### src/rtl/dp_seq_pkg.sv
package dp_seq_pkg;
  typedef enum logic [1:0] {
    ST_IDLE = 2'd0,
    ST_P1   = 2'd1,
    ST_GAP  = 2'd2,
    ST_P2   = 2'd3
  } seq_state_e;
endpackage

### src/rtl/dp_start_guard.sv
module dp_start_guard (
  input  logic clk_i,
  input  logic rst_ni,
  input  logic start_i,
  input  logic idle_i,
  input  logic abort_i,
  output logic accept_o
);
  logic armed_q;

  assign accept_o = start_i && armed_q && idle_i && !abort_i;

  always_ff @(posedge clk_i or negedge rst_ni) begin
    if (!rst_ni)         armed_q <= 1'b1;
    else if (accept_o)   armed_q <= 1'b0;
    else if (!start_i)   armed_q <= 1'b1;
  end
endmodule

### src/rtl/dp_interval_timer.sv
module dp_interval_timer #(
  parameter int CW = 16
) (
  input  logic          clk_i,
  input  logic          rst_ni,
  input  logic          clr_i,
  input  logic [CW-1:0] limit_i,
  output logic          last_o
);
  localparam int EW = CW + 1;
  logic [CW-1:0] cnt_q;
  logic [EW-1:0] cnt_next;

  assign cnt_next = {1'b0, cnt_q} + EW'(1);
  // zero limit behaves as one cycle
  assign last_o   = cnt_next >= {1'b0, limit_i};

  always_ff @(posedge clk_i or negedge rst_ni) begin
    if (!rst_ni)     cnt_q <= '0;
    else if (clr_i)  cnt_q <= '0;
    else if (!last_o) cnt_q <= cnt_next[CW-1:0];
  end
endmodule

### src/rtl/dp_gate_seq.sv
module dp_gate_seq
  import dp_seq_pkg::*;
#(
  parameter int CW = 16
) (
  input  logic          clk_i,
  input  logic          rst_ni,
  input  logic          start_i,
  input  logic          abort_i,
  input  logic          cur_hit_i,
  input  logic [CW-1:0] hold_max_i,
  input  logic [CW-1:0] gap_len_i,
  input  logic [CW-1:0] pulse2_len_i,
  output logic          gate_o,
  output logic          busy_o,
  output logic          done_o,
  output logic          fault_o
);
  seq_state_e    state_q, state_d;
  logic [CW-1:0] hold_q, gap_q, p2_q, limit;
  logic          accept, last, tmr_clr, timeout, finish;
  logic          gate_q, done_q, fault_q;

  dp_start_guard u_guard (
    .clk_i    (clk_i),
    .rst_ni   (rst_ni),
    .start_i  (start_i),
    .idle_i   (state_q == ST_IDLE),
    .abort_i  (abort_i),
    .accept_o (accept)
  );

  always_comb begin
    unique case (state_q)
      ST_P1:   limit = hold_q;
      ST_GAP:  limit = gap_q;
      default: limit = p2_q;
    endcase
  end

  dp_interval_timer #(.CW(CW)) u_tmr (
    .clk_i   (clk_i),
    .rst_ni  (rst_ni),
    .clr_i   (tmr_clr),
    .limit_i (limit),
    .last_o  (last)
  );

  always_comb begin
    state_d = state_q;
    timeout = 1'b0;
    finish  = 1'b0;
    if (abort_i) begin
      state_d = ST_IDLE;
    end else begin
      unique case (state_q)
        ST_IDLE: if (accept) state_d = ST_P1;
        ST_P1: begin
          // flag has priority over the ceiling
          if (cur_hit_i) state_d = ST_GAP;
          else if (last) begin
            state_d = ST_IDLE;
            timeout = 1'b1;
          end
        end
        ST_GAP: if (last) state_d = ST_P2;
        ST_P2: begin
          if (last) begin
            state_d = ST_IDLE;
            finish  = 1'b1;
          end
        end
        default: state_d = ST_IDLE;
      endcase
    end
  end

  assign tmr_clr = state_d != state_q;

  always_ff @(posedge clk_i or negedge rst_ni) begin
    if (!rst_ni) begin
      state_q <= ST_IDLE;
      gate_q  <= 1'b0;
      done_q  <= 1'b0;
      fault_q <= 1'b0;
      hold_q  <= '0;
      gap_q   <= '0;
      p2_q    <= '0;
    end else begin
      state_q <= state_d;
      gate_q  <= (state_d == ST_P1) || (state_d == ST_P2);
      if (accept) begin
        hold_q <= hold_max_i;
        gap_q  <= gap_len_i;
        p2_q   <= pulse2_len_i;
      end
      if (accept || abort_i) done_q <= 1'b0;
      else if (finish)       done_q <= 1'b1;
      if (accept)            fault_q <= 1'b0;
      else if (timeout)      fault_q <= 1'b1;
    end
  end

  assign gate_o  = gate_q;
  assign busy_o  = state_q != ST_IDLE;
  assign done_o  = done_q;
  assign fault_o = fault_q;
endmodule

### config.mk
export PLATFORM = sky130hd
export DESIGN_NAME = dp_gate_seq
export DESIGN_NICKNAME = d
export VERILOG_FILES = /design/src/rtl/dp_seq_pkg.sv /design/src/rtl/dp_start_guard.sv /design/src/rtl/dp_interval_timer.sv /design/src/rtl/dp_gate_seq.sv
export SDC_FILE = /design/constraint.sdc
export NUM_CORES = 1
export LEC_CHECK = 0
export ABC_AREA = 0
export BUFFER_PORTS_ARGS = -buffer_cell sky130_fd_sc_hd__buf_2
export CAP_MARGIN = 20
export CORE_MARGIN = 5
export CORE_UTILIZATION = 60
export DETAILED_ROUTE_END_ITERATION = 8
export PLACE_DENSITY = 0.83
export REMOVE_ABC_BUFFERS = 1
export SLEW_MARGIN = 40
export SYNTH_ARGS = -nofsm -noshare
export SYNTH_HDL_FRONTEND = slang
export SYNTH_SLANG_ARGS = --single-unit
### constraint.sdc
create_clock -name clk_i -period 9.45 [get_ports clk_i]
set_input_delay 0 -clock clk_i [delete_from_list [all_inputs] [get_ports clk_i]]
set_output_delay 0 -clock clk_i [all_outputs]
set_load 0.1 [all_outputs]
Word level (Yosys, flattened, before mapping)
Cells that the tools add are included.
{ "word_totals": {"elab_cells": 50, "output_inout_bits": 4, "ff_bits": 70} }
{ "op_classes": {"add_sub_neg": 1, "mux": 21, "n_reduce_logical": 10, "magnitude_cmp": 1, "n_eq_ne": 8} }
{ "ops": {"columns": ["op", "n"], "rows": [
  ["$mux W16", 2],
  ["$pmux W16 S2", 1],
  ["$add A16 B1 Y17 const B", 1],
  ["$ge A17 B16 Y1", 1],
  ["$mux W1", 12],
  ["$mux W2", 5],
  ["$pmux W2 S4", 1],
  ["$eq A2 B2 Y1 const B", 3],
  ["$reduce_bool A2 Y1", 3],
  ["$eq A2 B1 Y1 const B", 2],
  ["$ne A2 B1 Y1 const B", 2],
  ["$logic_and A1 B1 Y1", 3],
  ["$logic_not A2 Y1", 1],
  ["$logic_or A1 B1 Y1", 2],
  ["$ne A2 B2 Y1", 1],
  ["$logic_not A1 Y1", 1]
]} }

Longest topological paths before layout
{ "logic_depth": {"ltp_word": 9, "depth_mapped": 17} }

Modules after synthesis
From an unflattened synthesis, not the netlist that was laid out.
{ "unflattened": {"hier_cells": 371, "area_unflattened_um2": 3980.1} }
{ "modules_own_cells": {"columns": ["mod", "area_per_inst_um2", "instances", "cells_each", "seq_area_each_um2"], "rows": [
  ["dp_gate_seq", 2407.3, 1, 192, 1301.2],
  ["dp_interval_timer", 1517.7, 1, 174, 400.4],
  ["dp_start_guard", 55.1, 1, 5, 26.3]
]} }

Worst setup path after synthesis
No wires, ideal clock.
{ "synth_timing": {"kind": "flip-flop to flip-flop", "from": "register gate_o (netlist name)", "to": "register u_tmr.cnt_q[5]", "required_ns": 9.363, "n_path_buf": 3, "arrival_ns": 4.025, "setup_slack_ns": 5.338, "path_stages_with_launch": 17, "cell_sequence": "dfrtp_1 -> inv_1 -> ha_1 -> clkbuf_1 -> clkbuf_1 -> a22oi_1 -> nand2_1 -> o21ai_0 -> ha_1 -> a21o_1 -> a21oi_1 -> a21oi_1 -> o31a_1 -> or2_1 -> buf_6 -> or3_1 -> a211oi_2"} }
{ "synth_rtl": {"columns": ["element", "line", "rtl"], "rows": [
  ["end signal, assigned", "dp_interval_timer.sv:21", "else if (!last_o) cnt_q <= cnt_next[CW-1:0];"],
  ["end, declared", "dp_interval_timer.sv:11", "logic [CW-1:0] cnt_q;"]
]} }

==> impl_results.rst <==
.. list-table::
   :header-rows: 1

   * - Metric
     - Value
   * - Unique masters post-synth
     - 42
   * - Critical path type
     - flop to flop
   * - Warnings from Yosys
     - 0
   * - Post-synthesis async set-or-reset flop share
     - 100%
   * - Area used by sequential logic in the layout
     - 1730 sq um
   * - Gp weighted congestion
     - 0.923
   * - Area growth from synthesis to layout
     - 27.4%
   * - Max-slew violations
     - 0
   * - Period utilization
     - 47.0%
   * - Number of flops mapped to enable cells by yosys
     - 0
   * - Transition time at the pin with the least slew margin
     - 0.783 ns
   * - Arrival @ worst endpoint
     - 4.69 ns
   * - Final antenna-violating net count
     - 0
   * - Starting Density
     - 61.6%
   * - Area after DPL
     - 4210 sq um
   * - Average wire per cell in the routed design
     - 15.5 um
   * - Setup total negative slack
     - 0 ns
   * - Post-CTS clock slew at the launch and capture registers of the worst setup and hold paths
     - 0.07 ns
   * - Cell count of the worst hold path
     - 4
   * - Maximum vdd ir drop
     - 0.234 mV
   * - Area enclosed by the die boundary
     - 8230 sq um
   * - Critical Path Start Type
     - flop
   * - Peak fanout along the critical path
     - 18
   * - Number of setup violations in the final report
     - 0
   * - Clock insertion delay at the later pin of the skew report
     - 0.35 ns
   * - Hold Startpoint
     - cur_hit_i
   * - Fraction of layout instances using a drive strength above 1
     - 17.1%
   * - Power per Cell Area
     - 274 nW/um^2
   * - Number of buffers inserted by port buffering
     - 56
   * - Placeable Area
     - 6350 sq um
   * - Antenna violations before repair
     - 0
   * - Register bit total from synthesis
     - 69
   * - TritonRoute pass-1 iters
     - 7
   * - Reg-to-reg critical path endpoint
     - u_tmr.cnt_q[3]$_DFFE_PN0P_
   * - Path class of the lowest-slack min-delay path
     - primary input to flop
   * - Minimum setup slack among reg-to-reg paths
     - 5.00 ns
   * - Antenna diode count
     - 0
   * - Final setup skew
     - 0.00926 ns
   * - Iteration-0 DRC count of the detailed router
     - 277
   * - Number of global-route vias before repair
     - 3589
   * - Area of the multi-input gates
     - 2070 sq um
   * - Most common flop cell mapped by yosys
     - dfrtp_1
   * - Required arrival time at the worst endpoint
     - 9.69 ns
   * - Post-CTS Resized
     - 0
   * - Wire length of the first global-routing pass
     - 16.4 mm
   * - Final-layout fill cell count
     - 381
   * - TritonCTS clock tree
     - built
   * - Pin count of the biggest net entering global routing
     - 70
   * - Synthesized area divided by synthesized cell count
     - 8.65 sq um
   * - Overall track demand over capacity in global routing
     - 24.3%
   * - Final #Nets
     - 625
   * - Number of buffers added for setup after CTS
     - 0
   * - Fin area
     - 4980 sq um
   * - Post-Syn Instances
     - 452
   * - Row count
     - 29
   * - RSZ-0062 raised after global routing
     - false
   * - Number of H-tree levels
     - 3
   * - Routed wire length
     - 9.76 mm
   * - Outcome
     - finished, final reports clean
   * - Vias/cell
     - 5.66
   * - Library cell used as clock root buffer
     - clkbuf_8
   * - Cts bufs inserted
     - 9
   * - Via count of the routed design
     - 3573
   * - Max Buffers Root-to-Sink
     - 2
   * - Relative slew slack
     - 47.8%
   * - Crit path time final
     - 4.45 ns
   * - End-of-flow core utilization
     - 78.4%
   * - Worst R2R Path Depth
     - 13
   * - Die Y-Extent
     - 90.7 um
   * - Proportion of synthesized chip area in sequential cells
     - 44.2%
   * - Remaining routing DRC violations
     - 0
   * - Post-Synthesis Cell Area
     - 3910 sq um
   * - Static leakage
     - 2.47 nW
   * - MaxCap Viol Count
     - 0
   * - Post-layout power
     - 1.37 mW
   * - Total half-perimeter wirelength after legalization and detailed placement
     - 6.10 mm
   * - Final Hold Violating Endpoints
     - 0
   * - Achievable clock frequency
     - 0.225 GHz
   * - CP endpoint kind
     - flop
   * - Clock sinks
     - 69
   * - Number of top-level pins
     - 57
   * - Source of the worst register-to-register timing path
     - gate_o$_DFF_PN0_
   * - Width of the die
     - 90.7 um
   * - Hold-critical path endpoint
     - fault_o$_DFFE_PN0P_
   * - Remaining global-route overflow
     - 0
how the worst max path moves through the flow:
stage	cells after the start	from	slack (ns)	end
floorplan	11	gate_o$_DFF_PN0_	5.15	u_tmr.cnt_q[5]$_DFFE_PN0P_
global placement	11	state_q[1]$_DFF_PN0_	5.39	u_tmr.cnt_q[5]$_DFFE_PN0P_
detailed placement	11	state_q[1]$_DFF_PN0_	5.19	u_tmr.cnt_q[5]$_DFFE_PN0P_
CTS	11	state_q[1]$_DFF_PN0_	4.97	u_tmr.cnt_q[3]$_DFFE_PN0P_
global route	13	gate_o$_DFF_PN0_	4.70	u_tmr.cnt_q[5]$_DFFE_PN0P_
finish	13	gate_o$_DFF_PN0_	5.00	u_tmr.cnt_q[3]$_DFFE_PN0P_
metal layers:
layer  track usage, %  share of wire [%]  up-vias
met4             10.4                2.4        0
met3             3.33                4.1       24
li1                 -                  -     1719
met5                0                  0        -
met1             31.3                 43     1714
met2             40.9                 51      116
worst max-delay path, stage by stage, from the launching register on:
cell	delay [ns]
dfrtp_1	0.45
inv_1	0.23
ha_1	0.67
a22oi_1	0.19
nand2_1	0.10
o21ai_0	0.11
ha_1	0.36
nand4_1	0.16
nor4_1	0.09
a221oi_2	0.25
nand3_1	0.40
o311ai_1	0.44
nand2_1	0.50
nor3_1	0.38
layout by cell type (no fill, tap or decap), types with 2 or more instances in the layout:
master and n:
nor3_1 13, bufinv_16 4, nor3b_1 2, or2_1 2, xor2_1 7, xnor2_1 20
clkbuf_1 3, o31a_1 2, nand3_2 3, a21o_1 3, inv_1 5, dfrtp_1 68
a21oi_1 13, nor4_1 4, mux2i_1 2, nand4_1 8, nor2_1 10, nand2_1 171
a22oi_1 16, dlygate4sd3_1 51, nand3_1 6, o21ai_0 19, o311ai_1 2, clkbuf_8 9
or2_2 2, and3_1 2, ha_1 22, nor3_2 10, buf_2 56
synthesized netlist by cell type, types with 3 or more instances:
| cell type | instances | share of area [%] |
|---|---|---|
| dfrtp_1 | 68 | 44 |
| or2_2 | 3 | 0.48 |
| nand3_2 | 3 | 0.77 |
| nor2_1 | 11 | 1.1 |
| nand2_1 | 171 | 16 |
| nand4_1 | 8 | 1.3 |
| nor3_2 | 10 | 2.6 |
| a22oi_1 | 16 | 3.1 |
| nor3_1 | 13 | 1.7 |
| a21o_1 | 3 | 0.58 |
| nor4_1 | 4 | 0.64 |
| inv_1 | 5 | 0.48 |
| a21oi_1 | 13 | 1.7 |
| xnor2_1 | 20 | 4.5 |
| clkbuf_1 | 18 | 1.7 |
| xor2_1 | 7 | 1.6 |
| o21ai_0 | 19 | 2.4 |
| ha_1 | 23 | 7.4 |
| nand3_1 | 6 | 0.77 |
registers in the layout, indices dropped and copies added (netlist names):
register and cells:
done_o 1, fault_o 1, gap_q 16, gate_o 1
hold_q 16, p2_q 16, state_q 1, u_guard.armed_q 1
u_tmr.cnt_q 16
area by class of cell:
type	instances	share of cell area (%)
Clock inverter	4	2.41
Multi-Input combinational cell	355	41.5
Sequential cell	69	34.7
Tap cell	77	1.93
Clock buffer	12	2.71
Timing Repair Buffer	109	16.4
Inverter	5	0.377
stage by stage:
stage | hold slack (ns) | cells | worst slack (ns)
after floorplan | -0.296 | 429 | 5.15
after global placement | 0.166 | 563 | 5.39
after detailed placement | 0.176 | 564 | 5.19
after CTS | 0.0274 | 631 | 4.97
after global routing | 0.0798 | 631 | 4.70
final | 0.0579 | 631 | 5.00
logic make-up (layout without fill, tap and decap cells):
logic type	after synthesis	in the layout	share of synthesized area, %
simple gates	241	241	28.2
mux	2	2	0.512
flops	69	69	44.2
xor+xnor	27	27	6.05
compound gates	62	62	10.4
fa+ha+maj	23	23	7.36
buf+inv	28	130	3.26
what timing repair did:
item	CTS	global route
hold endpoints to repair	118	0
hold buffers	51	0
setup endpoints to repair	0	0
power by group:
| part | total (mW) | internal, mW | leakage (nW) | switching (mW) |
|---|---|---|---|---|
| Clock | 0.313 | 0.202 | 0.125 | 0.111 |
| Sequential | 0.487 | 0.410 | 0.882 | 0.0772 |
| Combinational | 0.565 | 0.197 | 1.46 | 0.368 |
| Total | 1.37 | 0.810 | 2.47 | 0.556 |
Power figures use the tool's default switching activity.
